[src/rtl/serial_rx_pkg.sv]
package serial_rx_pkg;

   typedef enum logic [1:0] {
      RX_IDLE     = 2'd0,
      RX_START    = 2'd1,
      RX_BITS     = 2'd2,
      RX_BRKWAIT  = 2'd3
   } rx_state_e;

   // status flags sit directly above the data bits in each stored entry
   localparam int FLAG_COUNT = 3;
   localparam int FLAG_PERR  = 0;
   localparam int FLAG_FERR  = 1;
   localparam int FLAG_BRK   = 2;

endpackage

[src/rtl/serial_rx_sampler.sv]
module serial_rx_sampler
   import serial_rx_pkg::*;
#(
   parameter int DATA_W      = 8,
   parameter int PARITY_EN   = 1,
   parameter int OVS         = 16,
   parameter int SYNC_STAGES = 2
) (
   input  logic                           clk,
   input  logic                           rst_n,
   input  logic                           tick,
   input  logic                           rxd,
   input  logic                           enable,
   output logic                           out_valid,
   output logic [DATA_W+FLAG_COUNT-1:0]   out_entry
);

   localparam int PAY_W      = DATA_W + PARITY_EN;
   localparam int FRAME_BITS = PAY_W + 1;
   localparam int HALF       = OVS / 2;
   localparam int PH_W       = $clog2(OVS);
   localparam int IDX_W      = $clog2(FRAME_BITS + 1);

   if (OVS < 4 || (OVS & (OVS - 1)) != 0) begin : g_bad_ovs
      $error("OVS must be a power of two of at least 4");
   end
   if (DATA_W < 5 || DATA_W > 9) begin : g_bad_width
      $error("DATA_W must lie in 5..9");
   end
   if (PARITY_EN != 0 && PARITY_EN != 1) begin : g_bad_par
      $error("PARITY_EN must be 0 or 1");
   end

   // line synchronizer, depth chosen by parameter
   logic line_s;
   if (SYNC_STAGES == 0) begin : g_nosync
      assign line_s = rxd;
   end else begin : g_sync
      logic [SYNC_STAGES-1:0] sync_q;
      always_ff @(posedge clk or negedge rst_n) begin
         if (!rst_n) sync_q <= '1;
         else        sync_q <= {sync_q[SYNC_STAGES-2+1-1:0], rxd} ;
      end
      assign line_s = sync_q[SYNC_STAGES-1];
   end

   rx_state_e          state;
   logic [PH_W-1:0]    phase;
   logic [PH_W-1:0]    hi_cnt;
   logic [IDX_W-1:0]   bit_idx;
   logic [PAY_W-1:0]   shreg;

   // parity variant chosen at elaboration
   logic par_bad;
   if (PARITY_EN != 0) begin : g_par
      assign par_bad = ^shreg;
   end else begin : g_nopar
      assign par_bad = 1'b0;
   end

   logic all_low;
   logic [DATA_W+FLAG_COUNT-1:0] good_entry;
   logic [DATA_W+FLAG_COUNT-1:0] brk_entry;

   assign all_low = (shreg == '0) && !line_s;

   always_comb begin
      good_entry = '0;
      good_entry[DATA_W-1:0]          = shreg[DATA_W-1:0];
      good_entry[DATA_W + FLAG_PERR]  = par_bad;
      good_entry[DATA_W + FLAG_FERR]  = !line_s;
      brk_entry = '0;
      brk_entry[DATA_W + FLAG_BRK]    = 1'b1;
   end

   always_ff @(posedge clk or negedge rst_n) begin
      if (!rst_n) begin
         state     <= RX_IDLE;
         phase     <= '0;
         hi_cnt    <= '0;
         bit_idx   <= '0;
         shreg     <= '0;
         out_valid <= 1'b0;
         out_entry <= '0;
      end else begin
         out_valid <= 1'b0;
         if (!enable) begin
            state <= RX_IDLE;
         end else if (tick) begin
            unique case (state)
               RX_IDLE: begin
                  if (!line_s) begin
                     state <= RX_START;
                     phase <= PH_W'(1);
                  end
               end
               RX_START: begin
                  if (phase == PH_W'(HALF - 1)) begin
                     if (!line_s) begin
                        state   <= RX_BITS;
                        phase   <= '0;
                        bit_idx <= '0;
                        shreg   <= '0;
                     end else begin
                        state <= RX_IDLE;
                     end
                  end else begin
                     phase <= phase + PH_W'(1);
                  end
               end
               RX_BITS: begin
                  if (phase == PH_W'(OVS - 1)) begin
                     phase <= '0;
                     if (bit_idx == IDX_W'(FRAME_BITS - 1)) begin
                        out_valid <= 1'b1;
                        if (all_low) begin
                           out_entry <= brk_entry;
                           state     <= RX_BRKWAIT;
                           hi_cnt    <= '0;
                        end else begin
                           out_entry <= good_entry;
                           state     <= RX_IDLE;
                        end
                     end else begin
                        shreg   <= {line_s, shreg[PAY_W-1:1]};
                        bit_idx <= bit_idx + IDX_W'(1);
                     end
                  end else begin
                     phase <= phase + PH_W'(1);
                  end
               end
               RX_BRKWAIT: begin
                  if (!line_s) begin
                     hi_cnt <= '0;
                  end else if (hi_cnt == PH_W'(HALF - 1)) begin
                     state <= RX_IDLE;
                  end else begin
                     hi_cnt <= hi_cnt + PH_W'(1);
                  end
               end
               default: state <= RX_IDLE;
            endcase
         end
      end
   end

   // no character leaves the sampler while it waits out a break
   p_break_silent_r8: assert property (@(posedge clk) disable iff (!rst_n)
      (state == RX_BRKWAIT) |=> !out_valid);

   // a disabled receiver produces nothing
   p_disabled_quiet_r10: assert property (@(posedge clk) disable iff (!rst_n)
      (!enable && state == RX_IDLE) |=> !out_valid);

   // a start edge that is high again at mid-bit is dropped
   p_glitch_reject_r11: assert property (@(posedge clk) disable iff (!rst_n)
      (enable && tick && state == RX_START && phase == PH_W'(HALF - 1) && line_s)
         |=> (state == RX_IDLE));

endmodule

[src/rtl/serial_rx_fifo.sv]
module serial_rx_fifo #(
   parameter int W     = 11,
   parameter int DEPTH = 3
) (
   input  logic                           clk,
   input  logic                           rst_n,
   input  logic                           push,
   input  logic [W-1:0]                   push_data,
   input  logic                           pop,
   output logic [W-1:0]                   head,
   output logic                           empty,
   output logic                           full,
   output logic [$clog2(DEPTH+1)-1:0]     count
);

   localparam int PTR_W = (DEPTH > 1) ? $clog2(DEPTH) : 1;
   localparam int CNT_W = $clog2(DEPTH + 1);

   if (DEPTH < 1) begin : g_bad_depth
      $error("DEPTH must be at least 1");
   end

   logic [W-1:0]     mem [DEPTH];
   logic [PTR_W-1:0] wr_ptr;
   logic [PTR_W-1:0] rd_ptr;
   logic             do_pop;

   function automatic logic [PTR_W-1:0] ptr_next(input logic [PTR_W-1:0] p);
      return (p == PTR_W'(DEPTH - 1)) ? '0 : p + PTR_W'(1);
   endfunction

   assign empty  = (count == '0);
   assign full   = (count == CNT_W'(DEPTH));
   assign do_pop = pop && !empty;
   assign head   = mem[rd_ptr];

   always_ff @(posedge clk or negedge rst_n) begin
      if (!rst_n) begin
         wr_ptr <= '0;
         rd_ptr <= '0;
         count  <= '0;
         for (int i = 0; i < DEPTH; i++) mem[i] <= '0;
      end else begin
         if (push) begin
            mem[wr_ptr] <= push_data;
            wr_ptr      <= ptr_next(wr_ptr);
         end
         if (do_pop) rd_ptr <= ptr_next(rd_ptr);
         if (push && !do_pop)      count <= count + CNT_W'(1);
         else if (!push && do_pop) count <= count - CNT_W'(1);
      end
   end

   // the front end never writes into a full queue without a read
   p_no_overflow_r5: assert property (@(posedge clk) disable iff (!rst_n)
      (push && full) |-> pop);

   // a read of an empty queue leaves it empty
   p_empty_read_r4: assert property (@(posedge clk) disable iff (!rst_n)
      (pop && empty && !push) |=> (count == '0));

endmodule

[src/rtl/serial_rx_flow.sv]
module serial_rx_flow #(
   parameter int W     = 11,
   parameter int DEPTH = 3
) (
   input  logic                           clk,
   input  logic                           rst_n,
   input  logic                           in_valid,
   input  logic [W-1:0]                   in_entry,
   input  logic                           q_full,
   input  logic [$clog2(DEPTH+1)-1:0]     q_count,
   input  logic                           q_pop,
   input  logic                           clr_err,
   input  logic                           rts_on,
   input  logic                           rts_auto,
   output logic                           push,
   output logic [W-1:0]                   push_entry,
   output logic                           overrun,
   output logic                           rts
);

   localparam int CNT_W = $clog2(DEPTH + 1);

   logic         hold_v;
   logic [W-1:0] hold_e;
   logic         space;
   logic         lost;
   logic         fill_evt;

   assign space      = !q_full || q_pop;
   assign push       = hold_v ? space : (in_valid && space);
   assign push_entry = hold_v ? hold_e : in_entry;
   assign lost       = in_valid && hold_v && !space;
   assign fill_evt   = push && !q_pop && (q_count == CNT_W'(DEPTH - 1));

   always_ff @(posedge clk or negedge rst_n) begin
      if (!rst_n) begin
         hold_v  <= 1'b0;
         hold_e  <= '0;
         overrun <= 1'b0;
         rts     <= 1'b0;
      end else begin
         if (hold_v) begin
            if (space) begin
               if (in_valid) hold_e <= in_entry;
               else          hold_v <= 1'b0;
            end
         end else if (in_valid && !space) begin
            hold_e <= in_entry;
            hold_v <= 1'b1;
         end

         if (lost)         overrun <= 1'b1;
         else if (clr_err) overrun <= 1'b0;

         if (rts_auto && fill_evt) rts <= 1'b0;
         else if (rts_on)          rts <= 1'b1;
      end
   end

   // overrun persists until the clear command
   p_overrun_sticky_r6: assert property (@(posedge clk) disable iff (!rst_n)
      (overrun && !clr_err) |=> overrun);

   // filling the queue under automatic control negates RTS
   p_rts_drop_r9: assert property (@(posedge clk) disable iff (!rst_n)
      (rts_auto && fill_evt) |=> !rts);

   // the holding stage is used only behind a full queue
   p_hold_behind_full_r5: assert property (@(posedge clk) disable iff (!rst_n)
      hold_v |-> q_full);

endmodule

[src/rtl/serial_rx_channel.sv]
module serial_rx_channel
   import serial_rx_pkg::*;
#(
   parameter int DATA_W      = 8,
   parameter int PARITY_EN   = 1,
   parameter int OVS         = 16,
   parameter int SYNC_STAGES = 2,
   parameter int FIFO_DEPTH  = 3
) (
   input  logic              clk,
   input  logic              rst_n,
   input  logic              sample_tick,
   input  logic              rx_line,
   input  logic              rx_enable,
   input  logic              host_rd,
   input  logic              clr_err_cmd,
   input  logic              rts_on_cmd,
   input  logic              rts_auto_en,
   output logic [DATA_W-1:0] head_data,
   output logic              head_parity_err,
   output logic              head_frame_err,
   output logic              head_break,
   output logic              rx_ready,
   output logic              fifo_full,
   output logic              overrun,
   output logic              rts_out
);

   localparam int ENT_W = DATA_W + FLAG_COUNT;
   localparam int CNT_W = $clog2(FIFO_DEPTH + 1);

   logic             s_valid;
   logic [ENT_W-1:0] s_entry;
   logic             q_push;
   logic [ENT_W-1:0] q_wdata;
   logic [ENT_W-1:0] q_head;
   logic             q_empty;
   logic             q_full;
   logic [CNT_W-1:0] q_count;
   logic             q_pop;

   serial_rx_sampler #(
      .DATA_W      (DATA_W),
      .PARITY_EN   (PARITY_EN),
      .OVS         (OVS),
      .SYNC_STAGES (SYNC_STAGES)
   ) u_sampler (
      .clk       (clk),
      .rst_n     (rst_n),
      .tick      (sample_tick),
      .rxd       (rx_line),
      .enable    (rx_enable),
      .out_valid (s_valid),
      .out_entry (s_entry)
   );

   assign q_pop = host_rd && !q_empty;

   serial_rx_flow #(
      .W     (ENT_W),
      .DEPTH (FIFO_DEPTH)
   ) u_flow (
      .clk        (clk),
      .rst_n      (rst_n),
      .in_valid   (s_valid),
      .in_entry   (s_entry),
      .q_full     (q_full),
      .q_count    (q_count),
      .q_pop      (q_pop),
      .clr_err    (clr_err_cmd),
      .rts_on     (rts_on_cmd),
      .rts_auto   (rts_auto_en),
      .push       (q_push),
      .push_entry (q_wdata),
      .overrun    (overrun),
      .rts        (rts_out)
   );

   serial_rx_fifo #(
      .W     (ENT_W),
      .DEPTH (FIFO_DEPTH)
   ) u_fifo (
      .clk       (clk),
      .rst_n     (rst_n),
      .push      (q_push),
      .push_data (q_wdata),
      .pop       (host_rd),
      .head      (q_head),
      .empty     (q_empty),
      .full      (q_full),
      .count     (q_count)
   );

   assign head_data       = q_head[DATA_W-1:0];
   assign head_parity_err = q_head[DATA_W + FLAG_PERR];
   assign head_frame_err  = q_head[DATA_W + FLAG_FERR];
   assign head_break      = q_head[DATA_W + FLAG_BRK];
   assign rx_ready        = !q_empty;
   assign fifo_full       = q_full;

   // a full queue always reports a waiting character
   p_ready_when_full_r3: assert property (@(posedge clk) disable iff (!rst_n)
      fifo_full |-> rx_ready);

endmodule

[config.mk]
export PLATFORM = sky130hd
export DESIGN_NAME = serial_rx_channel
export DESIGN_NICKNAME = d
export VERILOG_FILES = /design/src/rtl/serial_rx_pkg.sv /design/src/rtl/serial_rx_sampler.sv /design/src/rtl/serial_rx_fifo.sv /design/src/rtl/serial_rx_flow.sv /design/src/rtl/serial_rx_channel.sv
export SDC_FILE = /design/constraint.sdc
export NUM_CORES = 1
export LEC_CHECK = 0
export ABC_AREA = 0
export BUFFER_PORTS_ARGS = -buffer_cell sky130_fd_sc_hd__buf_2
export CORE_UTILIZATION = 30
export CTS_CLUSTER_SIZE = 10
export DETAILED_ROUTE_END_ITERATION = 10
export PLACE_DENSITY_LB_ADDON = 0.08
export SETUP_SLACK_MARGIN = 0.02
export SLEW_MARGIN = 20
export SYNTH_ARGS = -nofsm -noshare
export SYNTH_HDL_FRONTEND = slang
export SYNTH_SLANG_ARGS = --single-unit
[constraint.sdc]
create_clock -name clk -period 3.35 [get_ports clk]
set_clock_uncertainty 0.05 [all_clocks]
set_input_delay 0.8375 -clock clk [delete_from_list [all_inputs] [get_ports clk]]
set_output_delay 0.8375 -clock clk [all_outputs]
set_load 0.05 [all_outputs]
Word-level counts from Yosys, hierarchy flattened --
Cells that the tools add are included.
Storage, ports and cells: word-level logic and storage cells 155, input port bits 9, output and inout bits 15, register bits 90
Operators by class: $lt $le $gt $ge 3, add/subtract/negate cells 7, reduce and logical (&&, ||, !) cells 35, bitwise operators 2, mux-type cells 61, equality and inequality tests 29
Operator list (number):
- $mux 11 | 9
- $mux 4 | 12
- $mux 9 | 4
- $bwmux 33 | 1
- $mux 2 | 14
- $bmux 11 s2 | 1
- $demux 11 s2 | 1
- $reduce_and 7->1 | 3
- $pmux 9 s2 | 1
- $pmux 4 s2 | 2
- $ne 3x2->1 const B | 5
- $mux 1 | 14
- $add 4x1->4 const B | 3
- $eq 2x2->1 const B | 6
- $ne 2x2->1 const B | 6
- $pmux 4 s3 | 1
- $reduce_bool 2->1 | 6
- $logic_and 1x1->1 | 11
- $reduce_and 5->1 | 2
- $logic_not 9->1 | 1
- $ne 3x3->1 const B | 3
- $reduce_xor 9->1 | 1
- $eq 4x3->1 const B | 2
- $eq 4x4->1 const B | 2
- other kinds (13) | 26

Logic depth before layout (Yosys ltp) --
depth after elaboration 10, mapped depth 8, gate-level depth less buffers 7

Modules after synthesis --
A second synthesis with hierarchy kept.
Unflattened totals: cell total of the unflattened synthesis 388, area total of the unflattened synthesis 4488.1 um^2
Modules (own cells, without submodules):
- serial_rx_sampler | instances 1, area each 1955.6 um^2, cells an instance 202, sequential area each 928.4 um^2
- serial_rx_fifo | instances 1, area each 1765.4 um^2, cells an instance 133, sequential area each 975.9 um^2
- serial_rx_flow | instances 1, area each 757.0 um^2, cells an instance 51, sequential area each 350.3 um^2
- serial_rx_channel | instances 1, area each 10.0 um^2, cells an instance 2, sequential area each 0.0 um^2

Worst setup path before layout --
Ideal clock, no wire load.
path type flip-flop to output port, start reg u_fifo.rd_ptr[1], end out head_data[0], arrival time 2.182 ns, required time 2.463 ns, buffers on the path 2, stages on the path, launching flop included 5, path slack 0.281 ns, path through dfrtp_1 -> clkbuf_1 -> clkbuf_1 -> mux2i_1 -> o21ai_0
Between the ends: word-level cells in the longest chain between the ends 4
RTL lines:
- start, declared | line serial_rx_fifo.sv:25 | logic [PTR_W-1:0] rd_ptr;
- start signal, assigned | line serial_rx_fifo.sv:48 | if (do_pop) rd_ptr <= ptr_next(rd_ptr);
- $not 2->3 (not written as such) | line serial_rx_fifo.sv:35 | assign head = mem[rd_ptr];
- $bmux 11 s2 | line serial_rx_fifo.sv:35
- $mux 11 (not written as such) (2 in a row) | line serial_rx_fifo.sv:35
- end, declared | line serial_rx_channel.sv:19 | output logic [DATA_W-1:0] head_data,
Every way passes these cells. The select of a mux whose other input is x is not followed.

Worst setup path in the final report --
start reg u_fifo.rd_ptr[1], end out head_data[4]
The elaborated chain is that of the path after synthesis.

==> metrics.yaml <==
clockRootBuffer: "sky130_fd_sc_hd__clkbuf_16"
gr-usage-all-layers: 0.1343
cts-buffers-inserted: 9
synthesis.area_um2: 4420
ys.warnings.count: 0
global_route.overflow_total: 0
drt-vias-per-instance: 4.741
post-route-drc-count: 0
antenna_left: 0
ys_types: 52
timing.final.crit_period_ps: 2827
ios: 24
die_width_um: 123.4
grt_start_max_net_pins: 47
first_iter_violations: 127
clkLatencyLatePin_ps: 350
crit_fanout: 12
min-delay-start: "u_sampler.g_sync.sync_q[0]"
grt_pass1_wl_um: 15300
dieHeight_um: 123.4
total_wirelength_um: 8871
synth.top_cells.by_area: "sky130_fd_sc_hd__dfrtp_1 (50%), sky130_fd_sc_hd__mux2_2 (16%), sky130_fd_sc_hd__mux2i_1 (5.2%), sky130_fd_sc_hd__ha_1 (4.2%), sky130_fd_sc_hd__o21ai_0 (3.3%)"
postLayoutCellArea_um2: 5067
status: "completed"
grt_pass1_vias: 2896
antenna_cells: 0
min_delay_path_depth: 0
core_um2: 14150
finalSetupViolCount: 0
finalMaxSlewViolations: 0
avgSynthCellArea_um2: 11.69
cts.repair_timing.setup_buffer_count: 0
port_buffers: 23
hp-class: "register to register"
clock_tree.buffer_depth: 2
postSynthNetCount: 402
synth_top_flop_cell: "sky130_fd_sc_hd__dfrtp_1"
fmax_ghz: 0.3537
peakVddDrop_mv: 0.2275
die_area_um2: 15220
design.final.nets: 430
cts_resized: 0
drt_first_pass_iters: 6
clock_pin_slew_on_the_worst_setup_and_hold_paths_ps: 70
total_via_count_after_detailed_routing: 2802
detail_route.wl_per_cell_um: 15.01
total_placed_instance_area_um2: 4781
initial_antenna_violation_count: 0
ys_seq_area_frac: 0.5100
cts-htree-levels: 3
min_delay_worst_endpoint: "u_sampler.g_sync.sync_q[1]"
finalHoldViolCount: 0
cts.hold.buffers_added: 0
pleak_nw: 2.340
endpoint_kind: "output pin"
arrival_time_worst_endpoint_ps: 1940
reg2reg_slack_ps: 660
period_share: 0.8440
core_rows: 43
rsz0062_at_grt: "no"
initial_utilization: 0.3124
post_syn_instances: 378
hpwlAfterDp_um: 6166
kind_of_critical_path: "register to output pin"
crit_required_ps: 2460
r2r-start: "u_sampler.state[0]"
worst_r2r_path_depth: 7
yosysTopAreaCellShare: 0.4982
netlist.top_cell.by_area: "sky130_fd_sc_hd__dfrtp_1"
slew_headroom: 0.3992
start_kind: "register"
synth_enable_flop_cells: 0
synthArstFlopShare: 1.000
max_cap_viol_count: 0
critical_path.reg2reg.endpoint: "u_sampler.bit_idx[0]"
cts_tree: "done"
finalWeightedCongestion: 0.7399
cts_num_sinks: 90
worst-slew-pin-transition_ps: 899.4
power.density_cell_area_nw_per_um2: 561.6
setup-tns-final_ps: 0
drive_gt1_frac: 0.2920
layout-area-overhead-vs-synth_pct: 14.63
ys_seq_elements: 90
-- layout by cell type, fill, tap and decap left out, drive strengths merged, types with 3 or more instances in the layout --
cell / n
o21ai: 30
ha: 15
nor3: 7
nand2b: 11
nand2: 35
mux2i: 23
nor3b: 3
and2: 3
mux2: 62
nor2: 9
a21o: 3
inv: 21
xnor2: 5
buf: 32
clkbuf: 10
nand3b: 4
xor2: 4
nand3: 8
dfrtp: 88
-- power by group --
part	internal (mW)	total [mW]	switching [mW]
Combinational	0.250	0.608	0.357
Clock	0.533	0.986	0.454
Sequential	1.18	1.25	0.0769
Total	1.96	2.85	0.888
-- flip-flops by register name (all words and copies together), names as in the netlist --
| register | cells |
|---|---|
| u_fifo.mem | 33 |
| u_flow.hold_e | 11 |
| u_sampler.out_entry | 11 |
| u_sampler.shreg | 9 |
| u_sampler.bit_idx | 4 |
| u_sampler.hi_cnt | 4 |
| u_sampler.phase | 4 |
| u_fifo.count | 2 |
| u_fifo.rd_ptr | 2 |
| u_fifo.wr_ptr | 2 |
| u_sampler.g_sync.sync_q | 2 |
| u_sampler.state | 2 |
| u_flow.hold_v | 1 |
| u_flow.overrun | 1 |
| u_flow.rts | 1 |
| u_sampler.out_valid | 1 |
-- area by class of cell --
class                      instances  area [um^2]
clock inverter                     6        47.55
clock buffer                      10        239.0
tap                              180        225.2
inverter                          17        63.81
fill                            1404         9082
multi-input combinational        256         2039
timing repair buffer              32        197.7
sequential                        90         2255
-- layer usage --
metal | share of wire | track usage | vias up
met4 | 0.016 | 0.04970 | 0
li1 | - | - | 1387
met3 | 0.037 | 0.04059 | 13
met5 | 0 | 0 | -
met1 | 0.50 | 0.1799 | 1366
met2 | 0.45 | 0.2036 | 36
-- synth_stat cells (2+ instances only) --
library cell,number
sky130_fd_sc_hd__mux2_2,61
sky130_fd_sc_hd__nor3_1,7
sky130_fd_sc_hd__xnor2_1,5
sky130_fd_sc_hd__dfstp_2,2
sky130_fd_sc_hd__nand4_1,2
sky130_fd_sc_hd__dfrtp_1,88
sky130_fd_sc_hd__nand3b_1,4
sky130_fd_sc_hd__inv_1,17
sky130_fd_sc_hd__xor2_1,4
sky130_fd_sc_hd__clkbuf_1,8
sky130_fd_sc_hd__nand2b_1,11
sky130_fd_sc_hd__nor2_1,9
sky130_fd_sc_hd__o41ai_1,2
sky130_fd_sc_hd__o211ai_1,2
sky130_fd_sc_hd__nor2b_1,2
sky130_fd_sc_hd__nand2_1,35
sky130_fd_sc_hd__mux2i_1,23
sky130_fd_sc_hd__a21o_1,3
sky130_fd_sc_hd__and2_1,3
sky130_fd_sc_hd__nand4b_1,2
sky130_fd_sc_hd__o21ai_0,29
sky130_fd_sc_hd__buf_2,6
sky130_fd_sc_hd__ha_1,15
sky130_fd_sc_hd__nor3b_1,3
sky130_fd_sc_hd__nand3_1,7
sky130_fd_sc_hd__or2_2,2
-- kinds of logic after synthesis --
kind of cell / synth area share
mux: 0.2109
buf+inv: 0.02972
xor+xnor: 0.01783
compound gates: 0.07727
fa+ha+maj: 0.04472
flops: 0.5100
simple gates: 0.1095
-- per-stage QoR --
stage	hold WS [ps]	power (mW)	worst slack, ps	util	cells
detailed placement	301.0	1.894	703.3	0.3379	575
finish	308.0	2.846	522.7	0.3581	591
global placement	295.6	1.883	699.1	0.3379	575
floorplan	295.2	1.719	280.6	-	378
global route	314.4	3.024	339.8	0.3581	591
CTS	311.0	2.908	458.2	0.3581	591
-- worst max-delay path: stages, from the launching register on --
cell and delay, ps:
sky130_fd_sc_hd__dfrtp_1 380, sky130_fd_sc_hd__nor2b_1 700, sky130_fd_sc_hd__nand2_1 100, sky130_fd_sc_hd__o21ai_0 120, sky130_fd_sc_hd__buf_2 300
-- how the worst max path moves through the flow --
stage                  startpoint              endpoint  slack, ps  cells past startpoint
4_1_cts          u_fifo.rd_ptr[1]          head_data[7]        460                      4
2_1_floorplan    u_fifo.rd_ptr[1]          head_data[0]        280                      4
6_report         u_fifo.rd_ptr[1]          head_data[4]        520                      4
3_3_place_gp   u_sampler.state[0]   u_sampler.hi_cnt[0]        700                      6
3_5_place_dp   u_sampler.state[0]  u_sampler.bit_idx[0]        700                      7
5_1_grt          u_fifo.rd_ptr[1]            head_break        340                      4
(Power assumes the default switching activity.)
